$ cat config.mk
export PLATFORM = sky130hd
export DESIGN_NAME = spec_issue_window
export DESIGN_NICKNAME = d
export VERILOG_FILES = /design/src/rtl/iw_pkg.sv /design/src/rtl/iw_pick.sv /design/src/rtl/iw_slots.sv /design/src/rtl/spec_issue_window.sv
export SDC_FILE = /design/constraint.sdc
export NUM_CORES = 1
export LEC_CHECK = 0
export BUFFER_PORTS_ARGS = -buffer_cell sky130_fd_sc_hd__buf_4
export CAP_MARGIN = 20
export CELL_PAD_IN_SITES_DETAIL_PLACEMENT = 0
export CELL_PAD_IN_SITES_GLOBAL_PLACEMENT = 1
export CORE_MARGIN = 5
export CORE_UTILIZATION = 54
export DETAILED_ROUTE_END_ITERATION = 16
export PLACE_DENSITY = 0.91
export SLEW_MARGIN = 25
export SYNTH_ARGS = -nofsm -noshare
export SYNTH_HDL_FRONTEND = slang
export SYNTH_SLANG_ARGS = --single-unit
$ cat constraint.sdc
create_clock -name clk -period 9.8 [get_ports clk]
set_input_delay 0.98 -clock clk [delete_from_list [all_inputs] [get_ports clk]]
set_output_delay 0.98 -clock clk [all_outputs]
set_load 0.1 [all_outputs]
$ cat src/rtl/iw_pkg.sv
package iw_pkg;

  // Which path supplies the grant in a given cycle
  typedef enum logic [1:0] {
    SEL_IDLE = 2'd0,
    SEL_FAST = 2'd1,
    SEL_MISS = 2'd2,
    SEL_LATE = 2'd3
  } sel_kind_e;

endpackage

$ cat src/rtl/iw_pick.sv
// Lowest-index set bit of a request vector (index 0 = oldest)
module iw_pick #(
  parameter int W     = 4,
  parameter int OFF_W = (W > 1) ? $clog2(W) : 1
) (
  input  logic [W-1:0]     req,
  output logic             hit,
  output logic [OFF_W-1:0] off
);

  always_comb begin
    hit = 1'b0;
    off = '0;
    for (int k = W - 1; k >= 0; k--) begin
      if (req[k]) begin
        hit = 1'b1;
        off = OFF_W'(k);
      end
    end
  end

endmodule

$ cat src/rtl/iw_slots.sv
// Entry storage: tags, ready bits, wakeup, issue marking and release
module iw_slots #(
  parameter int DEPTH = 16,
  parameter int TAG_W = 6,
  parameter int PTR_W = $clog2(DEPTH)
) (
  input  logic             clk,
  input  logic             rst_n,
  input  logic             wr_en,
  input  logic [PTR_W-1:0] wr_ptr,
  input  logic [TAG_W-1:0] wr_tag_a,
  input  logic             wr_rdy_a,
  input  logic [TAG_W-1:0] wr_tag_b,
  input  logic             wr_rdy_b,
  input  logic             wk_valid,
  input  logic [TAG_W-1:0] wk_tag,
  input  logic             mark_en,
  input  logic [PTR_W-1:0] mark_ptr,
  input  logic             free_en,
  input  logic [PTR_W-1:0] free_ptr,
  output logic [DEPTH-1:0] slot_req,
  output logic [DEPTH-1:0] slot_done
);

  for (genvar i = 0; i < DEPTH; i++) begin : g_slot
    logic             vld_q, vld_d, isd_q, isd_d;
    logic             ra_q, ra_d, rb_q, rb_d;
    logic [TAG_W-1:0] ta_q, ta_d, tb_q, tb_d;
    logic             wr_here;

    assign wr_here = wr_en && (wr_ptr == PTR_W'(i));

    always_comb begin
      vld_d = vld_q;
      isd_d = isd_q;
      ra_d  = ra_q;
      rb_d  = rb_q;
      ta_d  = ta_q;
      tb_d  = tb_q;
      if (vld_q && wk_valid) begin
        if (ta_q == wk_tag) ra_d = 1'b1;
        if (tb_q == wk_tag) rb_d = 1'b1;
      end
      if (mark_en && (mark_ptr == PTR_W'(i))) isd_d = 1'b1;
      if (free_en && (free_ptr == PTR_W'(i))) begin
        vld_d = 1'b0;
        isd_d = 1'b0;
      end
      if (wr_here) begin
        vld_d = 1'b1;
        isd_d = 1'b0;
        ta_d  = wr_tag_a;
        tb_d  = wr_tag_b;
        ra_d  = wr_rdy_a || (wk_valid && (wr_tag_a == wk_tag));
        rb_d  = wr_rdy_b || (wk_valid && (wr_tag_b == wk_tag));
      end
    end

    always_ff @(posedge clk or negedge rst_n) begin
      if (!rst_n) begin
        vld_q <= 1'b0;
        isd_q <= 1'b0;
        ra_q  <= 1'b0;
        rb_q  <= 1'b0;
        ta_q  <= '0;
        tb_q  <= '0;
      end else begin
        vld_q <= vld_d;
        isd_q <= isd_d;
        ra_q  <= ra_d;
        rb_q  <= rb_d;
        ta_q  <= ta_d;
        tb_q  <= tb_d;
      end
    end

    assign slot_req[i]  = vld_q && !isd_q && ra_q && rb_q;
    assign slot_done[i] = vld_q && isd_q;
  end

endmodule

$ cat src/rtl/spec_issue_window.sv
module spec_issue_window
  import iw_pkg::*;
#(
  parameter int  DEPTH  = 16,
  parameter int  GROUP  = 4,
  parameter int  TAG_W  = 6,
  localparam int PTR_W  = $clog2(DEPTH),
  localparam int GOFF_W = (GROUP > 1) ? $clog2(GROUP) : 1
) (
  input  logic             clk,
  input  logic             rst_n,
  input  logic             disp_valid,
  input  logic [TAG_W-1:0] disp_src_a,
  input  logic             disp_rdy_a,
  input  logic [TAG_W-1:0] disp_src_b,
  input  logic             disp_rdy_b,
  output logic             win_full,
  input  logic             wk_valid,
  input  logic [TAG_W-1:0] wk_tag,
  output logic             iss_valid,
  output logic [PTR_W-1:0] iss_idx,
  output logic             iss_late,
  output logic             sel_miss,
  output logic             ret_valid,
  output logic [PTR_W-1:0] head_ptr
);

  localparam logic [PTR_W:0] FULL_CNT = (PTR_W + 1)'(DEPTH);

  logic [PTR_W-1:0] head_q, head_d, tail_q, tail_d;
  logic [PTR_W:0]   cnt_q, cnt_d;
  logic             late_q, late_d;
  logic [PTR_W-1:0] late_idx_q, late_idx_d;
  logic             disp_acc;
  logic [DEPTH-1:0] slot_req, slot_done, age_req;
  logic             fast_hit, full_hit;
  logic [GOFF_W-1:0] fast_off;
  logic [PTR_W-1:0] full_off;
  sel_kind_e        sel_kind;

  assign win_full  = (cnt_q == FULL_CNT);
  assign disp_acc  = disp_valid && !win_full;
  assign ret_valid = slot_done[head_q];
  assign head_ptr  = head_q;

  // Re-order requests by age: bit k is the k-th oldest slot
  for (genvar k = 0; k < DEPTH; k++) begin : g_age
    assign age_req[k] = slot_req[PTR_W'(head_q + PTR_W'(k))];
  end

  iw_pick #(.W(GROUP), .OFF_W(GOFF_W)) u_fast (
    .req (age_req[GROUP-1:0]),
    .hit (fast_hit),
    .off (fast_off)
  );

  iw_pick #(.W(DEPTH), .OFF_W(PTR_W)) u_full (
    .req (age_req),
    .hit (full_hit),
    .off (full_off)
  );

  always_comb begin
    if (late_q)        sel_kind = SEL_LATE;
    else if (fast_hit) sel_kind = SEL_FAST;
    else if (full_hit) sel_kind = SEL_MISS;
    else               sel_kind = SEL_IDLE;
  end

  always_comb begin
    iss_valid = 1'b0;
    iss_late  = 1'b0;
    sel_miss  = 1'b0;
    iss_idx   = '0;
    unique case (sel_kind)
      SEL_LATE: begin
        iss_valid = 1'b1;
        iss_late  = 1'b1;
        iss_idx   = late_idx_q;
      end
      SEL_FAST: begin
        iss_valid = 1'b1;
        iss_idx   = PTR_W'(head_q + PTR_W'(fast_off));
      end
      SEL_MISS: sel_miss = 1'b1;
      default:  ;
    endcase
  end

  // Next-state of pointers, occupancy and the late-grant stage
  always_comb begin
    head_d     = head_q;
    tail_d     = tail_q;
    cnt_d      = cnt_q;
    late_d     = sel_miss;
    late_idx_d = late_idx_q;
    if (sel_miss) late_idx_d = PTR_W'(head_q + full_off);
    if (ret_valid) head_d = PTR_W'(head_q + 1'b1);
    if (disp_acc)  tail_d = PTR_W'(tail_q + 1'b1);
    cnt_d = cnt_q + (PTR_W + 1)'(disp_acc) - (PTR_W + 1)'(ret_valid);
  end

  always_ff @(posedge clk or negedge rst_n) begin
    if (!rst_n) begin
      head_q     <= '0;
      tail_q     <= '0;
      cnt_q      <= '0;
      late_q     <= 1'b0;
      late_idx_q <= '0;
    end else begin
      head_q <= head_d;
      tail_q <= tail_d;
      cnt_q  <= cnt_d;
      late_q <= late_d;
      if (sel_miss) late_idx_q <= late_idx_d;
    end
  end

  iw_slots #(.DEPTH(DEPTH), .TAG_W(TAG_W), .PTR_W(PTR_W)) u_slots (
    .clk       (clk),
    .rst_n     (rst_n),
    .wr_en     (disp_acc),
    .wr_ptr    (tail_q),
    .wr_tag_a  (disp_src_a),
    .wr_rdy_a  (disp_rdy_a),
    .wr_tag_b  (disp_src_b),
    .wr_rdy_b  (disp_rdy_b),
    .wk_valid  (wk_valid),
    .wk_tag    (wk_tag),
    .mark_en   (iss_valid),
    .mark_ptr  (iss_idx),
    .free_en   (ret_valid),
    .free_ptr  (head_q),
    .slot_req  (slot_req),
    .slot_done (slot_done)
  );

endmodule

## Word-level counts from Yosys, hierarchy flattened

Index checks and enable logic that the tools add are counted.

| storage, ports and cells | value |
|---|---|
| flip-flop bits (word level) | 274 |
| bits of input ports | 24 |
| output and inout port bits | 13 |
| logic and storage cells | 743 |

| cells by class | value |
|---|---|
| $add $sub $neg | 20 |
| $lt $le $gt $ge | 16 |
| equal/unequal tests | 83 |
| muxes and demuxes | 257 |
| reduce and logical (&&, ||, !) cells | 266 |

Operators by type and width:

| cell | count |
|---|---|
| 1-bit two-way mux | 216 |
| 6-bit == test | 34 |
| 1-bit logical AND | 131 |
| 2-bit nonzero test | 64 |
| 4-bit == test (second input constant) | 24 |
| 4-bit by 5-bit less-than comparator with 1-bit output (second input constant) | 16 |
| 1-bit binary-select mux with 4-bit select | 17 |
| 4-bit two-way mux | 16 |
| 2-bit AND reduction | 32 |
| 4-bit by 3-bit == test with 1-bit output (second input constant) | 12 |
| 3-bit nonzero test | 16 |
| 4-bit adder (second input constant) | 8 |
| 4-bit by 2-bit == test with 1-bit output (second input constant) | 6 |
| 1-bit logical NOT | 17 |
| 4-bit by 3-bit adder with 4-bit output (second input constant) | 4 |
| 2-bit two-way mux | 7 |
| 4-bit by 1-bit == test with 1-bit output (second input constant) | 3 |
| 4-bit logical NOT | 3 |
| 4-bit by 1-bit adder with 4-bit output (second input constant) | 2 |
| 4-bit by 2-bit adder with 4-bit output (second input constant) | 2 |
| 4-bit one-hot mux with 2 select lines | 1 |
| 5-bit by 1-bit adder with 5-bit output | 1 |
| 5-bit == test (second input constant) | 1 |
| 5-bit by 1-bit subtractor with 5-bit output | 1 |
| 6 further kinds | 8 |

## Longest topological paths before layout

Gate-level depths: netlist (run 1).

| depth | value |
|---|---|
| depth after elaboration | 32 |
| depth in mapped cells | 19 |
| depth with buffers taken out | 17 |

## Modules after synthesis

Synthesis (run 1) repeated with hierarchy kept, for this count alone.

| unflattened totals | value |
|---|---|
| cells, all modules | 1327 |
| area, all modules | 14870.5 um2 |

Modules (own cells, without submodules):

| module | times used | cells each | area each (um2) |
|---|---|---|---|
| iw_slots | 1 | 1095 | 12468.2 |
| spec_issue_window | 1 | 192 | 2188.3 |
| iw_pick (u_full) | 1 | 33 | 178.9 |
| iw_pick (u_fast) | 1 | 7 | 35.0 |

## Least setup slack after synthesis (run 1)

Ideal clock, no wire load.

| path | value |
|---|---|
| kind | flip-flop to output port |
| start | register head_q[1] (netlist: head_ptr[1]) |
| end | output iss_idx[1] |
| arrival | 6004 ps |
| required time | 8820 ps |
| slack | 2816 ps |
| cell stages (with the launch flop) | 13 |
| path buffers | 1 |
| path through | dfrtp_1 > inv_2 > ha_1 > buf_2 > mux4_2 > mux2_2 > mux2i_1 > nand2_1 > a21boi_0 > ha_1 > fa_1 > nand2_1 > o21ai_0 |

| between the ends | value |
|---|---|
| cells in the longest elaborated chain, start to end | 24 |
| elaborated cells between the ends (all ways) | 78 |

RTL lines:

| element | RTL line | source |
|---|---|---|
| start: declaration | spec_issue_window.sv:30 | `logic [PTR_W-1:0] head_q, head_d, tail_q, tail_d;` |
| start signal: assignment | spec_issue_window.sv:105 | `head_q <= '0;` |
| start signal: assignment | spec_issue_window.sv:111 | `head_q <= head_d;` |
| 4-bit adder | spec_issue_window.sv:48 | `assign age_req[k] = slot_req[PTR_W'(head_q + PTR_W'(k))];` |
| 1-bit binary-select mux with 4-bit select | spec_issue_window.sv:48 |  |
| 1-bit two-way mux (implied by the code) | spec_issue_window.sv:48 |  |
| 1-bit two-way mux (16 in a row) | iw_pick.sv:15 | `if (req[k]) begin` |
| 2-bit two-way mux | spec_issue_window.sv:66 | `else if (full_hit) sel_kind = SEL_MISS;` |
| 2-bit two-way mux | spec_issue_window.sv:65 | `else if (fast_hit) sel_kind = SEL_FAST;` |
| 2-bit two-way mux | spec_issue_window.sv:64 | `if (late_q) sel_kind = SEL_LATE;` |
| 2-bit by 1-bit == test with 1-bit output or 2-bit == test (tied branches) | spec_issue_window.sv:75 | `unique case (sel_kind)` |
| 4-bit one-hot mux with 2 select lines * | spec_issue_window.sv:75 |  |
| end: declaration | spec_issue_window.sv:21 | `output logic [PTR_W-1:0] iss_idx,` |

Every way passes the cells marked *; elsewhere a longest branch is shown, timed or not. The select of a mux whose other input is x is not followed.

## Worst setup path in the final report (run 1)

Same ends and word-level chain as after synthesis.

==> results.cfg, run 1 <==
[outcome]
outcome = finished, final reports clean

[synthesis]
post_synth_instance_area_sq_um = 15200
mappedNetlistNets = 1648
synth-simple-area-share_pct = 20.7
synthTopCellsByArea = sky130_fd_sc_hd__dfrtp_1, sky130_fd_sc_hd__nand2_1, sky130_fd_sc_hd__xor2_1
yosysSeqAreaShare_pct = 45.1
synth_cells = 1592
synth.largest_area_cell = sky130_fd_sc_hd__dfrtp_1
synth_mux_area_share_pct = 8.90
synth-compound-area-share_pct = 6.12
ys_warn_count = 0
yosys_most_used_dff = sky130_fd_sc_hd__dfrtp_1
postSynthAreaPerCell_sq_um = 9.56
post_synth_fa_ha_maj_area_fraction_pct = 2.78
synthDistinctLibCells = 68
number_of_enable_flip_flop_cells_after_synthesis = 0
synthDominantCellAreaShare_pct = 45.1
yosys-top-cells-count = sky130_fd_sc_hd__nand2_1, sky130_fd_sc_hd__dfrtp_1, sky130_fd_sc_hd__xor2_1, sky130_fd_sc_hd__clkbuf_1, sky130_fd_sc_hd__mux2_2
synthArstFlopShare_pct = 100
synth_xor_area_share_pct = 13.2
ys_seq_elements = 274
post-synth-top-count-cell = sky130_fd_sc_hd__nand2_1
synth_top_family_by_area = simple AND/OR/NAND/NOR gates

[place]
finalWeightedCongestion = 0.914
dp.final_hpwl_um = 26100
placedInstanceArea_sq_um = 15700
port-buffer-count = 36

[flow_run]
max_cap_violations = 0

[critical_path]
path_buf_inv = 2
critical_path.reg2reg.startpoint = head_ptr[1]$_DFFE_PN0P_
regToRegSetupSlack_ps = 4860
worst-endpoint-arrival_ps = 4930
timing.critical_path.max_delay_family = adder cells
worst_setup_path_startpoint = head_ptr[1]$_DFFE_PN0P_
critical_path.reg2reg.endpoint = late_idx_q[3]$_DFFE_PN0P_
setup.worst_path.class = flip-flop to output port
timing.critical_path.to_type = output port
worstRegToRegCells = 16
cp_max_fo = 15
crit_path_max_incr_delay_ps = 760
crit_end = iss_idx[1]
cp_cell_sequence = inv_2 -> ha_1 -> mux4_2 -> mux2_2 -> mux2i_1 -> nand2_1 -> a21boi_0 -> ha_1 -> fa_1 -> nand2_1 -> o21ai_0 -> buf_4
cp_slowest_cell = sky130_fd_sc_hd__dfrtp_1
required_worst_endpoint_ps = 8820
cp-start-kind = flip-flop
cp_num_cells = 12

[power]
power.density_nw_per_um2 = 396
fin_total_pwr_w = 0.00664
power.ir.vdd_worst_uv = 312
leakagePower_nw = 8.03

[sta]
report.final.setup_viol = 0
fin_crit_ps = 5910
fin_hold_ws_ps = 280
clock.fmax_mhz = 169
max-slew-margin-rel_pct = 32.9
finalHoldViolations = 0
tightest_slew_ps = 1000
setup_total_negative_slack_ps = 0
grt_setup_unrepaired = false
final.period_utilization_pct = 60.3
slew_viol_final = 0
clock_skew_ps = 30.6

[global_route]
number_of_antenna_violations_at_the_first_check_in_global_routing = 1
grt_pass1_wl_um = 66800
grt_pass1_vias = 11800
gr-total-overflow = 0
grt_usage_pct = 27.0
grt_max_degree = 125

[detailed_routing]
initialDrtViolationCount = 1145
route.detailed.vias_per_inst = 5.93
postRouteWirelength_um = 41600
number_of_detailed_routing_iterations_run_before_antenna_repair = 5
detail_route.wl_per_cell_um = 21.1
drc = 0
final_antenna_net_count = 0
via_count = 11700

[cts]
resized_gates_after_cts = 0
cts_tree = done
cts_inserted_buffers = 30
post_cts_buffers = 0
clockBufferDepth = 3
cts_h_tree_depth = 1
hold_buffers = 0
clkTransAtPathRegs_ps = 70
cts.root.buffer_cell = sky130_fd_sc_hd__clkbuf_16
worst_skew_pair.late_latency_ps = 580
clock_sink_count = 274

[layout]
share_of_cells_above_drive_strength_1_pct = 12.4
area.growth.synth_to_final_pct = 10.3
finalInstanceArea_sq_um = 16800
antenna-diode-count = 0
num-nets-final = 1627

[floorplan]
core_sq_um = 27800
floorplan.initialDensity_pct = 54.8
dieHeight_um = 178
placement_rows = 61
die_width_um = 178
floorplan.die_area_sq_um = 31600
top_level_ports = 37

[min_path]
worstHoldPathType = input port to async pin
flip-flops by register name (all words and copies together), names as in the netlist:
name                  cells
u_slots.g_slot.vld_q     16
u_slots.g_slot.rb_q      16
tail_q                    4
u_slots.g_slot.tb_q      96
u_slots.g_slot.ta_q      96
late_q                    1
late_idx_q                4
u_slots.g_slot.isd_q     16
head_ptr                  4
u_slots.g_slot.ra_q      16
cnt_q                     5
where the power goes:
| group | switching [W] | internal, W | leakage [nW] |
|---|---|---|---|
| registers | 0.000477 | 0.00167 | 3.39 |
| logic | 0.00194 | 0.00134 | 4.13 |
| clock network | 0.000481 | 0.000729 | 0.516 |
| total | 0.00290 | 0.00374 | 8.03 |
how the worst min path moves through the flow:
stage / slack [ps] / to
after floorplan: 470 / u_slots.g_slot[10].ta_q[5]$_DFFE_PN0P_
after global placement: 480 / u_slots.g_slot[15].tb_q[2]$_DFFE_PN0P_
after detailed placement: 480 / u_slots.g_slot[6].tb_q[2]$_DFFE_PN0P_
after CTS: 500 / u_slots.g_slot[6].tb_q[2]$_DFFE_PN0P_
after global routing: 300 / u_slots.g_slot[9].tb_q[2]$_DFFE_PN0P_
final: 280 / u_slots.g_slot[6].ta_q[0]$_DFFE_PN0P_
kinds of logic (layout without fill, tap and decap cells):
logic type	after synthesis	in the layout
xor gates and xnor gates	229	229
buffers and inverters	119	120
muxes	94	94
adders and majority gates	32	32
and+or+nand+nor	712	712
DFF	274	274
AOI/OAI and AO/OA	132	132
worst reg2reg max path: stages (launching register included):
cell and delay (ps):
sky130_fd_sc_hd__dfrtp_1 760, sky130_fd_sc_hd__inv_2 300, sky130_fd_sc_hd__ha_1 620, sky130_fd_sc_hd__mux4_2 590, sky130_fd_sc_hd__mux2_2 320, sky130_fd_sc_hd__nand2_1 130, sky130_fd_sc_hd__a21bo_4 160, sky130_fd_sc_hd__a31oi_1 40
sky130_fd_sc_hd__or4_1 510, sky130_fd_sc_hd__a31oi_1 190, sky130_fd_sc_hd__ha_1 250, sky130_fd_sc_hd__a21o_1 180, sky130_fd_sc_hd__a21oi_1 170, sky130_fd_sc_hd__xnor2_1 160, sky130_fd_sc_hd__o311ai_0 170, sky130_fd_sc_hd__o21a_1 130
sky130_fd_sc_hd__o22a_1 170
final cells by class:
cell class	count	area, sq um
Multi-Input combinational cell	1199	7920
Tap cell	378	473
Fill cell	2346	11000
Clock inverter	15	216
Clock buffer	39	835
Inverter	19	71.3
Timing Repair Buffer	47	404
Sequential cell	274	6860
placed cells by master (no fill, tap or decap), types with 9 or more instances in the layout:
cell type	count
sky130_fd_sc_hd__mux2i_1	16
sky130_fd_sc_hd__a41oi_1	9
sky130_fd_sc_hd__inv_1	15
sky130_fd_sc_hd__nor4_1	35
sky130_fd_sc_hd__nor2_1	26
sky130_fd_sc_hd__a21oi_1	40
sky130_fd_sc_hd__o21ai_0	14
sky130_fd_sc_hd__nand3_1	22
sky130_fd_sc_hd__or2_2	9
sky130_fd_sc_hd__buf_4	43
sky130_fd_sc_hd__nand4b_1	16
sky130_fd_sc_hd__mux4_1	9
sky130_fd_sc_hd__mux4_2	16
sky130_fd_sc_hd__clkbuf_16	30
sky130_fd_sc_hd__dfrtp_1	273
sky130_fd_sc_hd__ha_1	29
sky130_fd_sc_hd__mux2_2	52
sky130_fd_sc_hd__a21o_1	15
sky130_fd_sc_hd__or4_1	26
sky130_fd_sc_hd__nor3_1	31
sky130_fd_sc_hd__nand2_1	507
sky130_fd_sc_hd__xnor2_1	49
sky130_fd_sc_hd__xor2_1	179
metal layers:
layer	vias to the layer above	track usage [%]	share of wire (%)
met5	-	0	0
met2	451	42.7	47
met4	0	9.51	3.5
met3	108	5.16	7.4
met1	5814	37.4	43
li1	5313	-	-
through the flow:
stage / worst slack, ps / cells / util [%]
finish: 3890 / 1971 / 60.4
global route: 3600 / 1971 / 60.4
CTS: 3500 / 1969 / 60.2
detailed placement: 4100 / 1915 / 56.4
global placement: 4260 / 1915 / 56.3
floorplan: 2820 / 1592 / -
Power figures use the tool's default switching activity.
==> run 2: changes to the inputs <==
- ABC_AREA: not set -> 1
- CORE_UTILIZATION: 54 -> 43
- PLACE_DENSITY: 0.91 -> 0.81
- clock period: 9.8 -> 4.77 ns (I/O delays scaled with it)
==> run 2 against run 1 <==
Effect of this change:
- sequential share of layout area rose by 0.91 points
- via count grew 9.0%
- cell count increased by 15%
- count of clock-buffer cells in the layout rose by 10
- largest cell class is now sequential cells
- largest power group unchanged
==> results.cfg, run 2 <==
[outcome]
outcome = finished, final reports clean

[critical_path]
cp_slowest_cell = sky130_fd_sc_hd__dfrtp_2
worstRegToRegCells = 20
path_buf_inv = 4
cp_max_fo = 9
critical_path.reg2reg.endpoint = u_slots.g_slot[0].isd_q$_DFFE_PN0P_
setup.worst_path.class = flip-flop to output port
timing.critical_path.to_type = output port
worst-endpoint-arrival_ps = 3910
cp_cell_sequence = inv_1 -> ha_1 -> inv_2 -> nand3_1 -> nand3_1 -> nand2_1 -> nand2_1 -> nand2_1 -> nor2_4 -> inv_1 -> nor2_1 -> ha_1 -> a21oi_1 -> nor2_1 -> xor2_1 -> nand3_2 -> nand2_2 -> buf_4
crit_path_max_incr_delay_ps = 470
timing.critical_path.max_delay_family = simple AND/OR/NAND/NOR gates
required_worst_endpoint_ps = 4290
critical_path.reg2reg.startpoint = head_ptr[1]$_DFFE_PN0P_
cp-start-kind = flip-flop
critical_path.most_common_cell = sky130_fd_sc_hd__nand2_1
regToRegSetupSlack_ps = 1040
cp_num_cells = 18

[detailed_routing]
postRouteWirelength_um = 46800
detail_route.wl_per_cell_um = 20.7
final_antenna_net_count = 0
drc = 0
number_of_detailed_routing_iterations_run_before_antenna_repair = 7
via_count = 12700
route.detailed.vias_per_inst = 5.63
initialDrtViolationCount = 1395

[synthesis]
synth-compound-area-share_pct = 16.8
yosys_most_used_dff = sky130_fd_sc_hd__dfrtp_1
synthArstFlopShare_pct = 100
synth_xor_area_share_pct = 6.95
synthDominantCellAreaShare_pct = 46.6
synth.largest_area_cell = sky130_fd_sc_hd__dfrtp_1
yosys-top-cells-count = sky130_fd_sc_hd__nand2_1, sky130_fd_sc_hd__dfrtp_1, sky130_fd_sc_hd__o21ai_0, sky130_fd_sc_hd__inv_1, sky130_fd_sc_hd__nand3_1
ys_warn_count = 0
number_of_enable_flip_flop_cells_after_synthesis = 0
post-synth-top-count-cell = sky130_fd_sc_hd__nand2_1
ys_seq_elements = 274
mappedNetlistNets = 1847
post_synth_fa_ha_maj_area_fraction_pct = 2.87
postSynthAreaPerCell_sq_um = 8.22
synthTopCellsByArea = sky130_fd_sc_hd__dfrtp_1, sky130_fd_sc_hd__nand2_1, sky130_fd_sc_hd__o21ai_0
yosysSeqAreaShare_pct = 46.6
post_synth_instance_area_sq_um = 14700
synth_mux_area_share_pct = 0.204
synth_top_family_by_area = simple AND/OR/NAND/NOR gates
synth-simple-area-share_pct = 19.3
synthDistinctLibCells = 56
synth_cells = 1791

[sta]
max-slew-margin-rel_pct = 32.9
setup_total_negative_slack_ps = 0
clock_skew_ps = 16.6
finalHoldViolations = 0
tightest_slew_ps = 1000
clock.fmax_mhz = 228
report.final.setup_viol = 0
final.period_utilization_pct = 92.0
slew_viol_final = 0
grt_setup_unrepaired = false
fin_crit_ps = 4390

[cts]
cts_tree = done
resized_gates_after_cts = 0
clock_sink_count = 274
cts_h_tree_depth = 2
worst_skew_pair.late_latency_ps = 500
hold_buffers = 0
clkTransAtPathRegs_ps = 60
cts_inserted_buffers = 34
post_cts_buffers = 0
cts.root.buffer_cell = sky130_fd_sc_hd__clkbuf_16
clockBufferDepth = 3

[global_route]
grt_pass1_vias = 12200
number_of_antenna_violations_at_the_first_check_in_global_routing = 0
gr-total-overflow = 0
grt_usage_pct = 24.2
grt_max_degree = 132
grt_pass1_wl_um = 72100

[layout]
final_core_utilization_pct = 48.7
share_of_cells_above_drive_strength_1_pct = 7.88
area.growth.synth_to_final_pct = 11.5
antenna-diode-count = 0
layout_commonest_cell = sky130_fd_sc_hd__nand2_1
reg.largest.list = u_slots.g_slot.ta_q (96), u_slots.g_slot.tb_q (96)
num-nets-final = 1848
mostFrequentLayoutCells = sky130_fd_sc_hd__nand2_1, sky130_fd_sc_hd__dfrtp_1, sky130_fd_sc_hd__o21ai_0, sky130_fd_sc_hd__inv_1, sky130_fd_sc_hd__nand3_1

[power]
power.ir.vdd_worst_uv = 679
leakagePower_nw = 7.71
power.density_nw_per_um2 = 818

[min_path]
worstHoldPathType = input port to async pin

[floorplan]
die_width_um = 195
placement_rows = 67
floorplan.die_area_sq_um = 38000
floorplan.initialDensity_pct = 43.7
core_sq_um = 33700
top_level_ports = 37
dieHeight_um = 195

[place]
dp.final_hpwl_um = 30700
port-buffer-count = 36
finalWeightedCongestion = 0.937

[flow_run]
max_cap_violations = 0
[run 2: cell types whose count changed after synthesis, sizes merged, moves of 53 or more]
| cell | previous run | this run |
|---|---|---|
| xor2 | 179 | 78 |
| nor2 | 30 | 94 |
| nand3 | 22 | 121 |
| nand2 | 508 | 397 |
| mux2 | 53 | 0 |
| inv | 18 | 168 |
| o21ai | 17 | 265 |
[run 2: cell type report]
| class | instances | area (sq um) |
|---|---|---|
| clock buffer | 49 | 967 |
| clock inverter | 9 | 87.6 |
| fill | 3305 | 17300 |
| inverter | 177 | 667 |
| multi-input combinational | 1245 | 6790 |
| sequential | 274 | 6860 |
| tap | 448 | 561 |
| timing repair buffer | 60 | 478 |
[run 2: kinds of logic (layout without fill, tap and decap cells)]
kind of cell               after synthesis  after routing
and+or+nand+nor                        667            667
AOI/OAI and AO/OA                      427            427
DFF                                    274            274
buffers and inverters                  272            295
xor gates and xnor gates               116            116
adders and majority gates               32             32
muxes                                    3              3
[run 2: worst max-delay path by stage]
stage	from	to
CTS	head_ptr[1]$_DFFE_PN0P_	iss_idx[3]
global placement	head_ptr[1]$_DFFE_PN0P_	iss_idx[3]
floorplan	head_ptr[1]$_DFFE_PN0P_	iss_idx[3]
finish	head_ptr[1]$_DFFE_PN0P_	iss_idx[3]
global route	head_ptr[1]$_DFFE_PN0P_	iss_idx[3]
detailed placement	head_ptr[1]$_DFFE_PN0P_	iss_idx[3]
[run 2: power by group]
group          internal [W]  switching (W)
registers           0.00343       0.000777
clock network       0.00146        0.00100
logic               0.00215        0.00460
[run 2: metrics by stage]
step | hold slack [ps] | total power, W | instance area [sq um] | cells | setup slack, ps
finish | 8.54 | 0.0134 | 16400 | 2262 | 380
global route | 57.6 | 0.0145 | 16400 | 2262 | 84.1
CTS | 32.6 | 0.0134 | 16400 | 2261 | 305
detailed placement | 477 | 0.0109 | 15300 | 2203 | 832
global placement | 469 | 0.0108 | 15300 | 2202 | 859
floorplan | 181 | 0.00914 | 14700 | 1791 | 276
[run 2: metal layers]
metal | GRT usage, % | share of wire (%)
met1 | 33.7 | 44
met2 | 39.9 | 47
met3 | 3.86 | 6.8
met4 | 5.59 | 2.1
met5 | 0 | 0
[run 2: worst register-to-register path, delay by kind of cell, from the launching register on]
family,cells,cell delay [ps]
compound gates,2,280
flops,1,470
simple gates,12,1550
fa+ha+maj,2,690
xor+xnor,1,150
buf+inv,3,510
==> run 3: changes to the inputs <==
- ABC_AREA: 1 -> not set
- CORE_UTILIZATION: 43 -> 45
- PLACE_DENSITY: 0.81 -> 0.82
==> run 3 against run 2 <==
Effect of this change:
- register-to-register slack got worse by 490 ps
- clock power fell by 3%
- clock skew fell by 4.9 ps
- core utilization rose by 2.0 points
- worst hold slack improved by 320 ps
- critical endpoint is now iss_idx[1]
- flip-flop and latch count did not move
==> results.cfg, run 3 (synthesis results as in run 1) <==
[critical_path]
worstRegToRegCells = 17
cp_max_fo = 5
setup.worst_path.class = flip-flop to output port
required_worst_endpoint_ps = 4290
worst-endpoint-arrival_ps = 4180
timing.critical_path.to_type = output port
regToRegSetupSlack_ps = 550
cp-start-kind = flip-flop
critical_path.reg2reg.startpoint = head_ptr[0]$_DFFE_PN0P_
critical_path.reg2reg.endpoint = late_idx_q[3]$_DFFE_PN0P_

[cts]
cts_tree = done
clockBufferDepth = 3
cts.root.buffer_cell = sky130_fd_sc_hd__clkbuf_16
cts_h_tree_depth = 1
worst_skew_pair.late_latency_ps = 550
cts_inserted_buffers = 30
clkTransAtPathRegs_ps = 60
clock_sink_count = 274

[global_route]
grt_pass1_wl_um = 67400
grt_max_degree = 101
grt_usage_pct = 22.3
gr-total-overflow = 0
grt_pass1_vias = 11400
number_of_antenna_violations_at_the_first_check_in_global_routing = 0

[sta]
fin_crit_ps = 4660
tightest_slew_ps = 901
setup_ws_ps = 109
grt_setup_unrepaired = false
clock_skew_ps = 11.8
final.period_utilization_pct = 97.7
slew_viol_final = 0
setup_total_negative_slack_ps = 0
finalHoldViolations = 0
report.final.setup_viol = 0
clock.fmax_mhz = 215
max-slew-margin-rel_pct = 39.9

[layout]
mostFrequentLayoutCells = sky130_fd_sc_hd__nand2_1, sky130_fd_sc_hd__dfrtp_1, sky130_fd_sc_hd__xor2_1, sky130_fd_sc_hd__buf_4, sky130_fd_sc_hd__mux2_2
num-nets-final = 1643
share_of_cells_above_drive_strength_1_pct = 13.4
antenna-diode-count = 0
layout_commonest_cell = sky130_fd_sc_hd__nand2_1
reg.largest.list = u_slots.g_slot.ta_q (96), u_slots.g_slot.tb_q (96)
area.growth.synth_to_final_pct = 11.5
fillCellCount = 3046

[floorplan]
core_sq_um = 33400
dieHeight_um = 194
die_width_um = 194
top_level_ports = 37
placement_rows = 67
floorplan.die_area_sq_um = 37600
floorplan.initialDensity_pct = 45.5

[detailed_routing]
detail_route.wl_per_cell_um = 20.7
drc = 0
number_of_detailed_routing_iterations_run_before_antenna_repair = 7
postRouteWirelength_um = 42600
initialDrtViolationCount = 953
route.detailed.vias_per_inst = 5.59
via_count = 11500
final_antenna_net_count = 0

[min_path]
worstHoldPathType = input port to flip-flop
whs_endpoint = u_slots.g_slot[13].ta_q[0]$_DFFE_PN0P_
source_of_the_worst_hold_timing_path = disp_src_a[0]
worst_hold_path_depth = 3

[power]
power.ir.vdd_worst_uv = 1220
leakagePower_nw = 8.09
power.density_nw_per_um2 = 811

[flow_run]
max_cap_violations = 0

[outcome]
outcome = finished, final reports clean

[place]
finalWeightedCongestion = 0.905
port-buffer-count = 36
dp_slack_ps = 268
dp.final_hpwl_um = 27300
## run 3: power breakdown
group / switching, W / total (W) / internal, W
Clock: 0.000934 / 0.00238 / 0.00145
Combinational: 0.00419 / 0.00706 / 0.00287
Sequential: 0.000883 / 0.00431 / 0.00342
## run 3: per-stage QoR
step / utilization, % / std cells / hold WS (ps) / cell area [sq um] / power, W
after floorplan: - / 1592 / 181 / 15200 / 0.00962
after global placement: 47.4 / 1995 / 477 / 15800 / 0.0111
after detailed placement: 47.4 / 1995 / 482 / 15900 / 0.0113
after CTS: 50.6 / 2051 / 310 / 16900 / 0.0137
after global routing: 50.7 / 2056 / 319 / 17000 / 0.0147
final: 50.7 / 2056 / 325 / 17000 / 0.0137
## run 3: area by class of cell
class / instances / area (sq um) / area share, %
Clock inverter: 8 / 118 / 0.693
Timing Repair Buffer: 63 / 497 / 2.93
Sequential cell: 274 / 6860 / 40.4
Multi-Input combinational cell: 1199 / 7960 / 46.9
Tap cell: 448 / 561 / 3.30
Inverter: 19 / 73.8 / 0.435
Clock buffer: 45 / 898 / 5.30
## run 3: worst max path at each step
stage	endpoint	cells past startpoint	startpoint	slack [ps]
2_1_floorplan	late_idx_q[3]$_DFFE_PN0P_	16	head_ptr[2]$_DFFE_PN0P_	80
3_3_place_gp	late_idx_q[3]$_DFFE_PN0P_	16	head_ptr[0]$_DFFE_PN0P_	380
3_5_place_dp	late_idx_q[3]$_DFFE_PN0P_	16	head_ptr[0]$_DFFE_PN0P_	270
4_1_cts	iss_idx[1]	9	u_slots.g_slot[12].isd_q$_DFFE_PN0P_	10
5_1_grt	iss_idx[1]	9	u_slots.g_slot[15].isd_q$_DFFE_PN0P_	7
6_report	iss_idx[1]	9	u_slots.g_slot[15].isd_q$_DFFE_PN0P_	110
## run 3: worst max-delay path: stages (launching register included)
cell                       delay [ps]
sky130_fd_sc_hd__dfrtp_1          440
sky130_fd_sc_hd__nand4b_1         380
sky130_fd_sc_hd__mux4_1           650
sky130_fd_sc_hd__mux4_2           520
sky130_fd_sc_hd__a21boi_1         160
sky130_fd_sc_hd__ha_1             220
sky130_fd_sc_hd__fa_2             640
sky130_fd_sc_hd__nand2_1          150
sky130_fd_sc_hd__o21ai_4          160
sky130_fd_sc_hd__buf_4            320
## run 3: layer usage
| layer | part of all wire (%) | vias to the layer above | GRT usage [%] | routed length [um] |
|---|---|---|---|---|
| li1 | - | 5340 | - | - |
| met1 | 46 | 5764 | 32.2 | 19400 |
| met2 | 47 | 330 | 36.7 | 20100 |
| met3 | 5.3 | 63 | 2.50 | 2240 |
| met4 | 2.0 | 0 | 4.56 | 849 |
| met5 | 0 | - | 0 | 0 |
## run 3: what timing repair did
item | CTS | global route
endpoints found under the hold margin | 6 | 0
pin swaps | 0 | 1
buffers inserted | 2 | 5
gates resized for setup | 2 | 5
setup endpoints to repair | 3 | 3
cloned | 0 | 0
hold buffers | 1 | 0
